[src/rtl/pmu_pkg.sv]
package pmu_pkg;
  localparam int DATA_W = 32;
  localparam int ADDR_W = 8;
  localparam int CYC_BIT = 31;

  localparam logic [ADDR_W-1:0] OFS_CTRL   = 8'h00;
  localparam logic [ADDR_W-1:0] OFS_ENSET  = 8'h04;
  localparam logic [ADDR_W-1:0] OFS_ENCLR  = 8'h08;
  localparam logic [ADDR_W-1:0] OFS_FLAGS  = 8'h0C;
  localparam logic [ADDR_W-1:0] OFS_SEL    = 8'h14;
  localparam logic [ADDR_W-1:0] OFS_CYC    = 8'h18;
  localparam logic [ADDR_W-1:0] OFS_TYPE   = 8'h1C;
  localparam logic [ADDR_W-1:0] OFS_VALUE  = 8'h20;
  localparam logic [ADDR_W-1:0] OFS_IESET  = 8'h24;
  localparam logic [ADDR_W-1:0] OFS_IECLR  = 8'h28;

  // control bit positions
  localparam int CB_RUN   = 0;
  localparam int CB_ZEV   = 1;
  localparam int CB_ZCY   = 2;
  localparam int CB_DIV   = 3;
  localparam int CTRL_W   = 6;
  localparam int NFLD_LSB = 11;
  localparam int NFLD_W   = 5;
endpackage

[src/rtl/pmu_event_counter.sv]
module pmu_event_counter #(
  parameter int DATA_W = 32,
  parameter int CODE_W = 8,
  localparam int NUM_EVT = 1 << CODE_W
) (
  input  logic              clk,
  input  logic              rst,
  input  logic [NUM_EVT-1:0] evt_in,
  input  logic              run,
  input  logic              zero,
  input  logic              wr_type,
  input  logic              wr_val,
  input  logic [DATA_W-1:0] wdata,
  output logic [DATA_W-1:0] value,
  output logic [CODE_W-1:0] code,
  output logic              wrap
);
  logic [DATA_W-1:0] val_q;
  logic [CODE_W-1:0] code_q;
  logic              step;

  assign step  = run & evt_in[code_q];
  assign wrap  = step & (&val_q) & ~zero & ~wr_val;
  assign value = val_q;
  assign code  = code_q;

  always_ff @(posedge clk) begin
    if (rst) begin
      val_q  <= '0;
      code_q <= '0;
    end else begin
      if (zero)        val_q <= '0;
      else if (wr_val) val_q <= wdata;
      else if (step)   val_q <= val_q + 1'b1;
      if (wr_type)     code_q <= wdata[CODE_W-1:0];
    end
  end
endmodule

[src/rtl/pmu_cycle_counter.sv]
module pmu_cycle_counter #(
  parameter int DATA_W   = 32,
  parameter int DIV_LOG2 = 6
) (
  input  logic              clk,
  input  logic              rst,
  input  logic              run,
  input  logic              div_mode,
  input  logic              zero,
  input  logic              wr,
  input  logic [DATA_W-1:0] wdata,
  output logic [DATA_W-1:0] value,
  output logic              wrap
);
  logic [DATA_W-1:0]   val_q;
  logic [DIV_LOG2-1:0] pre_q;
  logic                step;

  assign step  = run & (~div_mode | (&pre_q));
  assign wrap  = step & (&val_q) & ~zero & ~wr;
  assign value = val_q;

  always_ff @(posedge clk) begin
    if (rst) begin
      val_q <= '0;
      pre_q <= '0;
    end else if (zero) begin
      val_q <= '0;
      pre_q <= '0;
    end else begin
      if (wr)        val_q <= wdata;
      else if (step) val_q <= val_q + 1'b1;
      if (run && div_mode) pre_q <= pre_q + 1'b1;
    end
  end
endmodule

[src/rtl/perf_mon_unit.sv]
module perf_mon_unit #(
  parameter int NUM_CNT  = 4,
  parameter int CODE_W   = 8,
  parameter int SEL_W    = 5,
  parameter int DIV_LOG2 = 6,
  localparam int NUM_EVT = 1 << CODE_W
) (
  input  logic                        clk,
  input  logic                        rst,
  input  logic [pmu_pkg::ADDR_W-1:0]  bus_addr,
  input  logic                        bus_we,
  input  logic [pmu_pkg::DATA_W-1:0]  bus_wdata,
  output logic [pmu_pkg::DATA_W-1:0]  bus_rdata,
  input  logic [NUM_EVT-1:0]          evt_in,
  output logic                        irq_out
);
  import pmu_pkg::*;

  localparam logic [DATA_W-1:0] IMPL =
    (DATA_W'(1) << CYC_BIT) | ((DATA_W'(1) << NUM_CNT) - 1'b1);
  localparam logic [CTRL_W-1:0] CTRL_KEEP = 6'b111001;

  logic [CTRL_W-1:0] ctrl_q;
  logic [DATA_W-1:0] en_q, ie_q, ovf_q, rdata_q;
  logic [SEL_W-1:0]  sel_q;
  logic              irq_q;

  logic w_ctrl, w_enset, w_enclr, w_flags, w_sel, w_cyc, w_type, w_val, w_ieset, w_ieclr;
  assign w_ctrl  = bus_we && bus_addr == OFS_CTRL;
  assign w_enset = bus_we && bus_addr == OFS_ENSET;
  assign w_enclr = bus_we && bus_addr == OFS_ENCLR;
  assign w_flags = bus_we && bus_addr == OFS_FLAGS;
  assign w_sel   = bus_we && bus_addr == OFS_SEL;
  assign w_cyc   = bus_we && bus_addr == OFS_CYC;
  assign w_type  = bus_we && bus_addr == OFS_TYPE;
  assign w_val   = bus_we && bus_addr == OFS_VALUE;
  assign w_ieset = bus_we && bus_addr == OFS_IESET;
  assign w_ieclr = bus_we && bus_addr == OFS_IECLR;

  logic [DATA_W-1:0] ev_val  [NUM_CNT];
  logic [CODE_W-1:0] ev_code [NUM_CNT];
  logic [DATA_W-1:0] wrap_vec;
  logic [DATA_W-1:0] cyc_val;
  logic              cyc_wrap;

  genvar gi;
  generate
    for (gi = 0; gi < NUM_CNT; gi++) begin : g_evc
      logic hit_sel;
      assign hit_sel = (sel_q == SEL_W'(gi));
      pmu_event_counter #(.DATA_W(DATA_W), .CODE_W(CODE_W)) evc_i (
        .clk     (clk),
        .rst     (rst),
        .evt_in  (evt_in),
        .run     (ctrl_q[CB_RUN] & en_q[gi]),
        .zero    (w_ctrl & bus_wdata[CB_ZEV]),
        .wr_type (w_type & hit_sel),
        .wr_val  (w_val & hit_sel),
        .wdata   (bus_wdata),
        .value   (ev_val[gi]),
        .code    (ev_code[gi]),
        .wrap    (wrap_vec[gi])
      );
    end
    for (gi = NUM_CNT; gi < DATA_W; gi++) begin : g_nowrap
      if (gi == CYC_BIT) begin : g_cyc
        assign wrap_vec[gi] = cyc_wrap;
      end else begin : g_zero
        assign wrap_vec[gi] = 1'b0;
      end
    end
  endgenerate

  pmu_cycle_counter #(.DATA_W(DATA_W), .DIV_LOG2(DIV_LOG2)) cyc_i (
    .clk      (clk),
    .rst      (rst),
    .run      (ctrl_q[CB_RUN] & en_q[CYC_BIT]),
    .div_mode (ctrl_q[CB_DIV]),
    .zero     (w_ctrl & bus_wdata[CB_ZCY]),
    .wr       (w_cyc),
    .wdata    (bus_wdata),
    .value    (cyc_val),
    .wrap     (cyc_wrap)
  );

  // indirect window read data
  logic [DATA_W-1:0] win_val;
  logic [CODE_W-1:0] win_code;
  always_comb begin
    win_val  = '0;
    win_code = '0;
    for (int i = 0; i < NUM_CNT; i++) begin
      if (sel_q == SEL_W'(i)) begin
        win_val  = ev_val[i];
        win_code = ev_code[i];
      end
    end
  end

  logic [DATA_W-1:0] rd_mux;
  always_comb begin
    rd_mux = '0;
    case (bus_addr)
      OFS_CTRL: begin
        rd_mux[CTRL_W-1:0] = ctrl_q;
        rd_mux[NFLD_LSB +: NFLD_W] = NFLD_W'(NUM_CNT);
      end
      OFS_ENSET, OFS_ENCLR: rd_mux = en_q;
      OFS_IESET, OFS_IECLR: rd_mux = ie_q;
      OFS_FLAGS: rd_mux = ovf_q;
      OFS_SEL:   rd_mux[SEL_W-1:0] = sel_q;
      OFS_CYC:   rd_mux = cyc_val;
      OFS_TYPE:  rd_mux[CODE_W-1:0] = win_code;
      OFS_VALUE: rd_mux = win_val;
      default:   rd_mux = '0;
    endcase
  end

  always_ff @(posedge clk) begin
    if (rst) begin
      ctrl_q  <= '0;
      en_q    <= '0;
      ie_q    <= '0;
      ovf_q   <= '0;
      sel_q   <= '0;
      rdata_q <= '0;
      irq_q   <= 1'b0;
    end else begin
      if (w_ctrl)  ctrl_q <= bus_wdata[CTRL_W-1:0] & CTRL_KEEP;
      if (w_enset) en_q <= en_q | (bus_wdata & IMPL);
      if (w_enclr) en_q <= en_q & ~(bus_wdata & IMPL);
      if (w_ieset) ie_q <= ie_q | (bus_wdata & IMPL);
      if (w_ieclr) ie_q <= ie_q & ~(bus_wdata & IMPL);
      if (w_sel)   sel_q <= bus_wdata[SEL_W-1:0];
      ovf_q   <= (ovf_q & ~(w_flags ? (bus_wdata & IMPL) : '0)) | wrap_vec;
      rdata_q <= rd_mux;
      irq_q   <= |(ovf_q & ie_q);
    end
  end

  assign bus_rdata = rdata_q;
  assign irq_out   = irq_q;
endmodule

[config.mk]
export PLATFORM = sky130hd
export DESIGN_NAME = perf_mon_unit
export DESIGN_NICKNAME = d
export VERILOG_FILES = /design/src/rtl/pmu_pkg.sv /design/src/rtl/pmu_event_counter.sv /design/src/rtl/pmu_cycle_counter.sv /design/src/rtl/perf_mon_unit.sv
export SDC_FILE = /design/constraint.sdc
export NUM_CORES = 1
export LEC_CHECK = 0
export BUFFER_PORTS_ARGS = -buffer_cell sky130_fd_sc_hd__buf_4
export CAP_MARGIN = 0
export CORE_MARGIN = 5
export CORE_UTILIZATION = 28
export CTS_BUF_LIST = sky130_fd_sc_hd__clkbuf_8 sky130_fd_sc_hd__clkbuf_16
export CTS_CLUSTER_SIZE = 8
export DETAILED_ROUTE_END_ITERATION = 10
export SYNTH_ARGS = -nofsm -noshare
export SYNTH_HDL_FRONTEND = slang
export SYNTH_HIERARCHICAL = 1
export SYNTH_SLANG_ARGS = --single-unit
[constraint.sdc]
create_clock -name clk -period 3.8 [get_ports clk]
set_input_delay 0.76 -clock clk [delete_from_list [all_inputs] [get_ports clk]]
set_output_delay 0.76 -clock clk [all_outputs]
set_load 0.02 [all_outputs]
==> results of run 1 <==
-- layout make-up --
cell class,instances,area [sq um],area share (%)
Tap cell,1134,1420,4.95
Timing Repair Buffer,473,3750,13.1
Clock buffer,42,1020,3.55
Sequential cell,255,5130,17.9
Multi-Input combinational cell,2006,17100,59.7
Clock inverter,8,51.3,0.179
Antenna cell,3,7.51,0.0262
Inverter,50,188,0.654
-- logic make-up after synthesis --
kind of cell	synth area share (%)
muxes	31.0
buffers and inverters	6.42
xor gates and xnor gates	3.10
AOI/OAI and AO/OA	16.7
adders and majority gates	0.317
and+or+nand+nor	20.9
DFF	21.6
-- state kept, by name (all words and copies together) (netlist names), named ones only --
register / cells
bus_rdata: 32
irq_out: 1
ovf_q: 5
cyc_i/pre_q: 6
cyc_i/value: 32
sel_q: 5
g_evc.evc_i/code: 32
g_evc.evc_i/value: 128
ctrl_q: 4
-- stage by stage --
stage               instance area (sq um)  hold WS (ps)  power, uW  setup WS, ps
floorplan                           23700           431       3180           564
global placement                    27600           469       3730         -14.5
detailed placement                  27600           473       3740         -71.4
CTS                                 28600           479       6920          43.2
global route                        28700           489       7100          9.50
finish                              28700           481       6870           111
-- cell usage in the layout (no fill, tap or decap), types with 14 or more instances in the layout --
cell type / synthesis / final
buf_4: 17 / 457
dfxtp_1: 255 / 242
mux4_2: 233 / 233
nand3_1: 176 / 176
nand2_1: 162 / 162
nor2_1: 163 / 161
o21ai_0: 141 / 141
a21oi_1: 126 / 126
mux2i_1: 78 / 78
nor3_1: 67 / 67
a31oi_1: 66 / 66
inv_1: 47 / 53
a22oi_1: 51 / 51
and3_1: 49 / 49
mux2_2: 48 / 48
nand4_1: 45 / 45
xor2_1: 44 / 44
o22ai_1: 43 / 43
o21ai_1: 40 / 40
clkbuf_16: 0 / 39
xnor2_1: 38 / 38
and2_1: 29 / 29
mux4_1: 28 / 28
nor2b_1: 27 / 27
or3_1: 22 / 22
a21o_1: 22 / 22
and4_1: 22 / 22
nor4_1: 25 / 22
nand2b_1: 18 / 18
nor3b_1: 17 / 17
buf_12: 7 / 16
a211oi_1: 14 / 14
-- layer usage --
metal,up-vias,track usage [%],share of wire [%]
li1,10600,-,-
met1,11600,27.6,39
met2,1430,35.5,47
met3,224,5.16,9.7
met4,4,8.13,4.4
met5,-,0,0.033
-- worst max path at each step --
stage,start,end,slack (ps),cells past startpoint
4_1_cts,g_evc[0].evc_i/code[0]$_SDFFE_PP0P_,g_evc[0].evc_i/value[21]$_SDFFE_PP0P_,40,9
3_5_place_dp,evt_in[236],g_evc[0].evc_i/value[21]$_SDFFE_PP0P_,-70,10
3_3_place_gp,evt_in[236],g_evc[0].evc_i/value[21]$_SDFFE_PP0P_,-10,10
5_1_grt,g_evc[0].evc_i/code[0]$_SDFFE_PP0P_,g_evc[0].evc_i/value[26]$_SDFFE_PP0P_,9,10
6_report,g_evc[2].evc_i/code[1]$_SDFFE_PP0P_,g_evc[2].evc_i/value[15]$_SDFFE_PP0P_,110,8
2_1_floorplan,bus_addr[5],g_evc[0].evc_i/value[17]$_SDFFE_PP0P_,560,9
-- worst reg2reg max path, cell delays in order, from the launching register on --
cell and delay (ps):
dfxtp_2 770, mux4_2 370, mux2i_1 90, a21oi_1 460, nor4_2 180, nor2_1 770
nand4_1 390, or4_1 510, nand3_1 90
-- what timing repair did --
action / CTS / global route
setup buffers: 0 / 0
hold buffers: 0 / 0
resized for setup: 0 / 6
endpoints found under the setup margin: 0 / 14
-- power by group through the flow --
stage                     Clock, uW  Sequential [uW]  Combinational [uW]
after global routing           3340             2720                1040
after floorplan                   0             2760                 411
final                          3160             2720                 991
after CTS                      3230             2720                 975
after global placement            0             2770                 961
after detailed placement          0             2770                 972
==> results_dict.tcl, run 1 <==
set metrics [dict create \
    synth_commonest_cells "dfxtp_1, mux4_2, nand3_1" \
    synth_area_leader_cell "mux4_2" \
    clockBufferDepth 3 \
    crit_chain "mux4_2 > mux2i_1 > a21oi_1 > nor4_2 > nor2_1 > nand4_1 > or4_1 > nand3_1" \
    path_delay_family "simple AND/OR/NAND/NOR gates" \
    power_frac_comb_pct 14.4 \
    wirelength_mm 102 \
    grt_remaining_overflow 0 \
    cts_buffers 38 \
    ant_nets 0 \
    end_kind "flop" \
    dpl.cell_count 3918 \
    io_pins 332 \
    clk_latency_ps 570 \
    rr_worst_depth 8 \
    ys_types 101 \
    grt_use_total_pct 21.6 \
    status "completed" \
    grt_pass1_wl_mm 150 \
    seqPwrFrac_pct 39.6 \
    worstHoldPathCells 2 \
    drive_gt1_share_pct 31.1 \
    grt_start_max_net_pins 58 \
    irDropWorstVdd_uv 233 \
    setup_viol_count_final 0 \
    first_global_vias 23000 \
    max_freq_mhz 271 \
    fp.dieW_microns 301 \
    min_period_ps 3690 \
    hold_class "flop to flop" \
    timing.rr.start "g_evc[2].evc_i/code[1]$_SDFFE_PP0P_" \
    yosysMostFrequentCell "dfxtp_1" \
    synth_top_area_share_pct 22.2 \
    syn_avg_cell_area_sq_um 9.38 \
    path_clk_slew_ps 50 \
    cp.arrival_ps 4180 \
    leakage_uw 0.00949 \
    cts_tree "yes" \
    critPathRequiredTime_ps 4290 \
    core_sq_mm 0.0838 \
    fillers 8704 \
    antenna_found_initial 7 \
    ys_seq_area_share_pct 21.6 \
    syn_inst 2525 \
    syn_nets 2830 \
    firstDrtPassIters 5 \
    internal_power_uw 5060 \
    min_from "cyc_i/pre_q[1]$_SDFFE_PP0P_" \
    area_growth_syn_to_layout_pct 21.1 \
    rows 106 \
    worst-r2r-setup-slack_ps 110 \
    layout.cells.non_filler 3971 \
    fin_crit_sh_pct 97.1 \
    hpwl_mm 78.6 \
    synthTopCellsByArea "mux4_2, dfxtp_1, nand3_1" \
    synth_enable_flop_cells 0 \
    finalHoldViolCount 0 \
    numPortBuffers 331 \
    utilization_pct 34.2 \
    power.switching_uw 1810 \
    ys.flop_type "dfxtp_1" \
    max_stage_delay_ps 770 \
    yosys_warnings 6 \
    avgViaCountPerCell 5.99 \
    gp_congestion 0.942 \
    ctsRootBufferMaster "clkbuf_16" \
    p_clk_share_pct 46.0 \
    ys_ff_latch 255 \
    drv_slew 0 \
    critical_path_peak_fanout 23 \
    path_class "flop to flop" \
    slowest_stage "dfxtp_2" \
    p_sw_share_pct 26.3 \
    h-tree-depth 2 \
    fin_setup_tns_ps 0 \
    drc 0 \
    initial_core_util_pct 28.3 \
    synthArstFlopShare_pct 0 \
    die_height_microns 301 \
    cp_num_buf_inv 0 \
    synth_area_sq_mm 0.0237 \
    clock-sinks 255 \
    cp-start-kind "flop" \
    wl_per_cell_microns 25.7 \
    power_density_mw_per_mm2 240 \
    tightest_slew_ps 974 \
    fin_worst_skew_ps 29.7 \
    finish.net_count 3129 \
    worst_slew_margin_rel_pct 34.9 \
    vias 23800 \
    drt_iter0_drc 2793 \
    regToRegEndpoint "g_evc[2].evc_i/value[15]$_SDFFE_PP0P_" \
    maxCapViolCount 0 \
    rsz0062_at_grt "false" \
    dieArea_sq_mm 0.0905 \
    min_to "cyc_i/pre_q[1]$_SDFFE_PP0P_" \
]
Note: power is estimated with default switching activity, not from simulation.
==> run 2, diff against run 1 <==
--- a/config.mk
+++ b/config.mk
@@ -14,5 +14,4 @@
 export DETAILED_ROUTE_END_ITERATION = 10
 export SYNTH_ARGS = -nofsm -noshare
 export SYNTH_HDL_FRONTEND = slang
-export SYNTH_HIERARCHICAL = 1
 export SYNTH_SLANG_ARGS = --single-unit
==> results_dict.tcl, run 2 <==
set metrics [dict create \
    yosysMostFrequentCell "dfxtp_1" \
    core_sq_mm 0.0832 \
    max_stage_delay_ps 910 \
    fin_area_sq_mm 0.0282 \
    timing.rr.start "g_evc[3].evc_i.code[4]$_SDFFE_PP0P_" \
    ys.flop_type "dfxtp_1" \
    clockBufferDepth 3 \
    cts_buffers 37 \
    worstHoldPathCells 2 \
    finish.net_count 3191 \
    drt_iter0_drc 3310 \
    ys_seq_area_share_pct 21.9 \
    path_clk_slew_ps 60 \
    setup_viol_count_final 0 \
    fillers 8508 \
    cp.arrival_ps 4090 \
    die_height_microns 299 \
    synth_commonest_cells "dfxtp_1, nand2_1, mux4_2" \
    largest_reg_flops 128 \
    h-tree-depth 2 \
    ant_nets 0 \
    postCtsSetupBuffers 0 \
    path_class "flop to flop" \
    p_total_uw 6670 \
    synthTopCellsByArea "dfxtp_1, mux4_2, mux2i_1" \
    final_common_cell "buf_4" \
    wl_per_cell_microns 27.1 \
    syn_inst 2635 \
    min_to "ctrl_q[5]$_SDFFE_PP0P_" \
    cts_tree "yes" \
    rows 106 \
    synth_area_leader_cell "dfxtp_1" \
    place_area_sq_mm 0.0272 \
    vias 25000 \
    drv_slew 0 \
    ctsRootBufferMaster "clkbuf_16" \
    finalHoldViolCount 0 \
    regToRegEndpoint "ovf_q[3]$_SDFF_PP0_" \
    fp.dieW_microns 299 \
    status "completed" \
    initial_core_util_pct 28.1 \
    wirelength_mm 108 \
    hold_class "flop to flop" \
    fin_worst_skew_ps 19.9 \
    synth_enable_flop_cells 0 \
    ys_ff_latch 255 \
    synthArstFlopShare_pct 0 \
    worst_slew_margin_rel_pct 37.5 \
    hold_buffers 0 \
    maxCapViolCount 0 \
    critical_path_peak_fanout 20 \
    grt_pass1_wl_mm 159 \
    drive_gt1_share_pct 26.2 \
    firstDrtPassIters 9 \
    tightest_slew_ps 933 \
    slowest_stage "dfxtp_1" \
    min_period_ps 3620 \
    syn_nets 2940 \
    irDropWorstVdd_uv 258 \
    area_growth_syn_to_layout_pct 20.9 \
    worst-r2r-setup-slack_ps 180 \
    synth_area_sq_mm 0.0234 \
    gp_congestion 1.01 \
    avgViaCountPerCell 6.26 \
    crit_chain "nor2b_1 > a22oi_1 > and4_1 > a2111oi_0 > buf_4 > a211oi_1 > nand2_1 > or3_1 > a21oi_1" \
    end_kind "flop" \
    leakage_uw 0.00903 \
    drc 0 \
    yosys_warnings 0 \
    power_density_mw_per_mm2 236 \
    grt_use_total_pct 23.0 \
    numPortBuffers 331 \
    rsz0062_at_grt "false" \
    final_cell_mix "buf_4, dfxtp_1, nand2_1, mux4_2, mux2i_1" \
    ys_types 90 \
    dieArea_sq_mm 0.0893 \
    antenna_found_initial 19 \
    critPathRequiredTime_ps 4270 \
    clock-sinks 255 \
    grt_start_max_net_pins 82 \
    first_global_vias 23600 \
    clk_latency_ps 560 \
    syn_avg_cell_area_sq_um 8.86 \
    synth_top_area_share_pct 21.9 \
    fin_setup_tns_ps 0 \
    max_freq_mhz 276 \
    rr_worst_depth 9 \
    cp-start-kind "flop" \
    io_pins 332 \
    grt_remaining_overflow 0 \
    fin_crit_sh_pct 95.4 \
    hpwl_mm 82.7 \
    min_from "ctrl_q[5]$_SDFFE_PP0P_" \
]
run 2: where the power goes:
| part | total (uW) | switching (uW) | internal [uW] |
|---|---|---|---|
| combinational | 949 | 501 | 448 |
| sequential | 2700 | 18.8 | 2690 |
| clock | 3010 | 1280 | 1730 |
| total | 6670 | 1800 | 4870 |
run 2: worst max path at each step:
stage / start / to / slack (ps) / cells after the start
after global routing: g_evc[2].evc_i.code[0]$_SDFFE_PP0P_ / g_evc[2].evc_i.value[6]$_SDFFE_PP0P_ / 20 / 9
after detailed placement: g_evc[0].evc_i.code[0]$_SDFFE_PP0P_ / g_evc[0].evc_i.value[14]$_SDFFE_PP0P_ / 230 / 10
after floorplan: bus_addr[3] / g_evc[1].evc_i.value[6]$_SDFFE_PP0P_ / 610 / 12
after CTS: g_evc[0].evc_i.code[0]$_SDFFE_PP0P_ / g_evc[0].evc_i.value[14]$_SDFFE_PP0P_ / 230 / 10
final: g_evc[3].evc_i.code[4]$_SDFFE_PP0P_ / ovf_q[3]$_SDFF_PP0_ / 180 / 9
after global placement: g_evc[0].evc_i.code[0]$_SDFFE_PP0P_ / g_evc[0].evc_i.value[14]$_SDFFE_PP0P_ / 240 / 10
run 2: through the flow:
| stage | hold WS (ps) | util [%] | instances | worst slack (ps) |
|---|---|---|---|---|
| final | 463 | 34.0 | 3992 | 177 |
| after global routing | 507 | 34.0 | 3989 | 24.6 |
| after CTS | 459 | 33.9 | 3971 | 228 |
| after detailed placement | 451 | 32.7 | 3927 | 227 |
| after global placement | 448 | 32.7 | 3927 | 235 |
| after floorplan | 436 | - | 2635 | 608 |
run 2: final cells by class:
| cell class | instances | area, sq um | area share [%] |
|---|---|---|---|
| timing repair buffer | 457 | 3640 | 12.9 |
| antenna | 21 | 52.6 | 0.186 |
| inverter | 30 | 113 | 0.399 |
| tap | 1080 | 1350 | 4.78 |
| multi-input combinational | 2105 | 17000 | 60.1 |
| clock buffer | 37 | 926 | 3.28 |
| clock inverter | 7 | 52.6 | 0.186 |
| sequential | 255 | 5130 | 18.2 |
run 2: logic make-up (layout without fill, tap and decap cells):
group                    after synthesis  count (layout)  synth area share, %
buffers and inverters                275             531                 5.74
AND/OR/NAND/NOR                      949             949                 21.2
flip-flops                           255             255                 21.9
other                                  0              21                    0
adder cells (fa/ha/maj)                6               6                0.321
AO/OA/AOI/OAI                        636             636                 17.7
XOR/XNOR                             102             102                 3.82
multiplexers                         412             412                 29.3
run 2: worst max-delay path: cells and delay by family, from the launching register on:
family / cells / cell delay, ps
buffers and inverters: 1 / 180
AND/OR/NAND/NOR: 4 / 1390
flip-flops: 1 / 910
AO/OA/AOI/OAI: 4 / 1060
run 2: routing by layer:
metal | share of wire [%] | track usage, % | vias up
met5 | 0 | 0 | -
met4 | 4.8 | 9.37 | 0
met3 | 10 | 4.79 | 330
met1 | 40 | 30.9 | 12200
met2 | 45 | 36.2 | 1627
li1 | - | - | 10800
run 2: repair_timing:
item | CTS | global route
resized for setup | 0 | 1
hold endpoints to repair | 0 | 0
setup endpoints to repair | 0 | 1
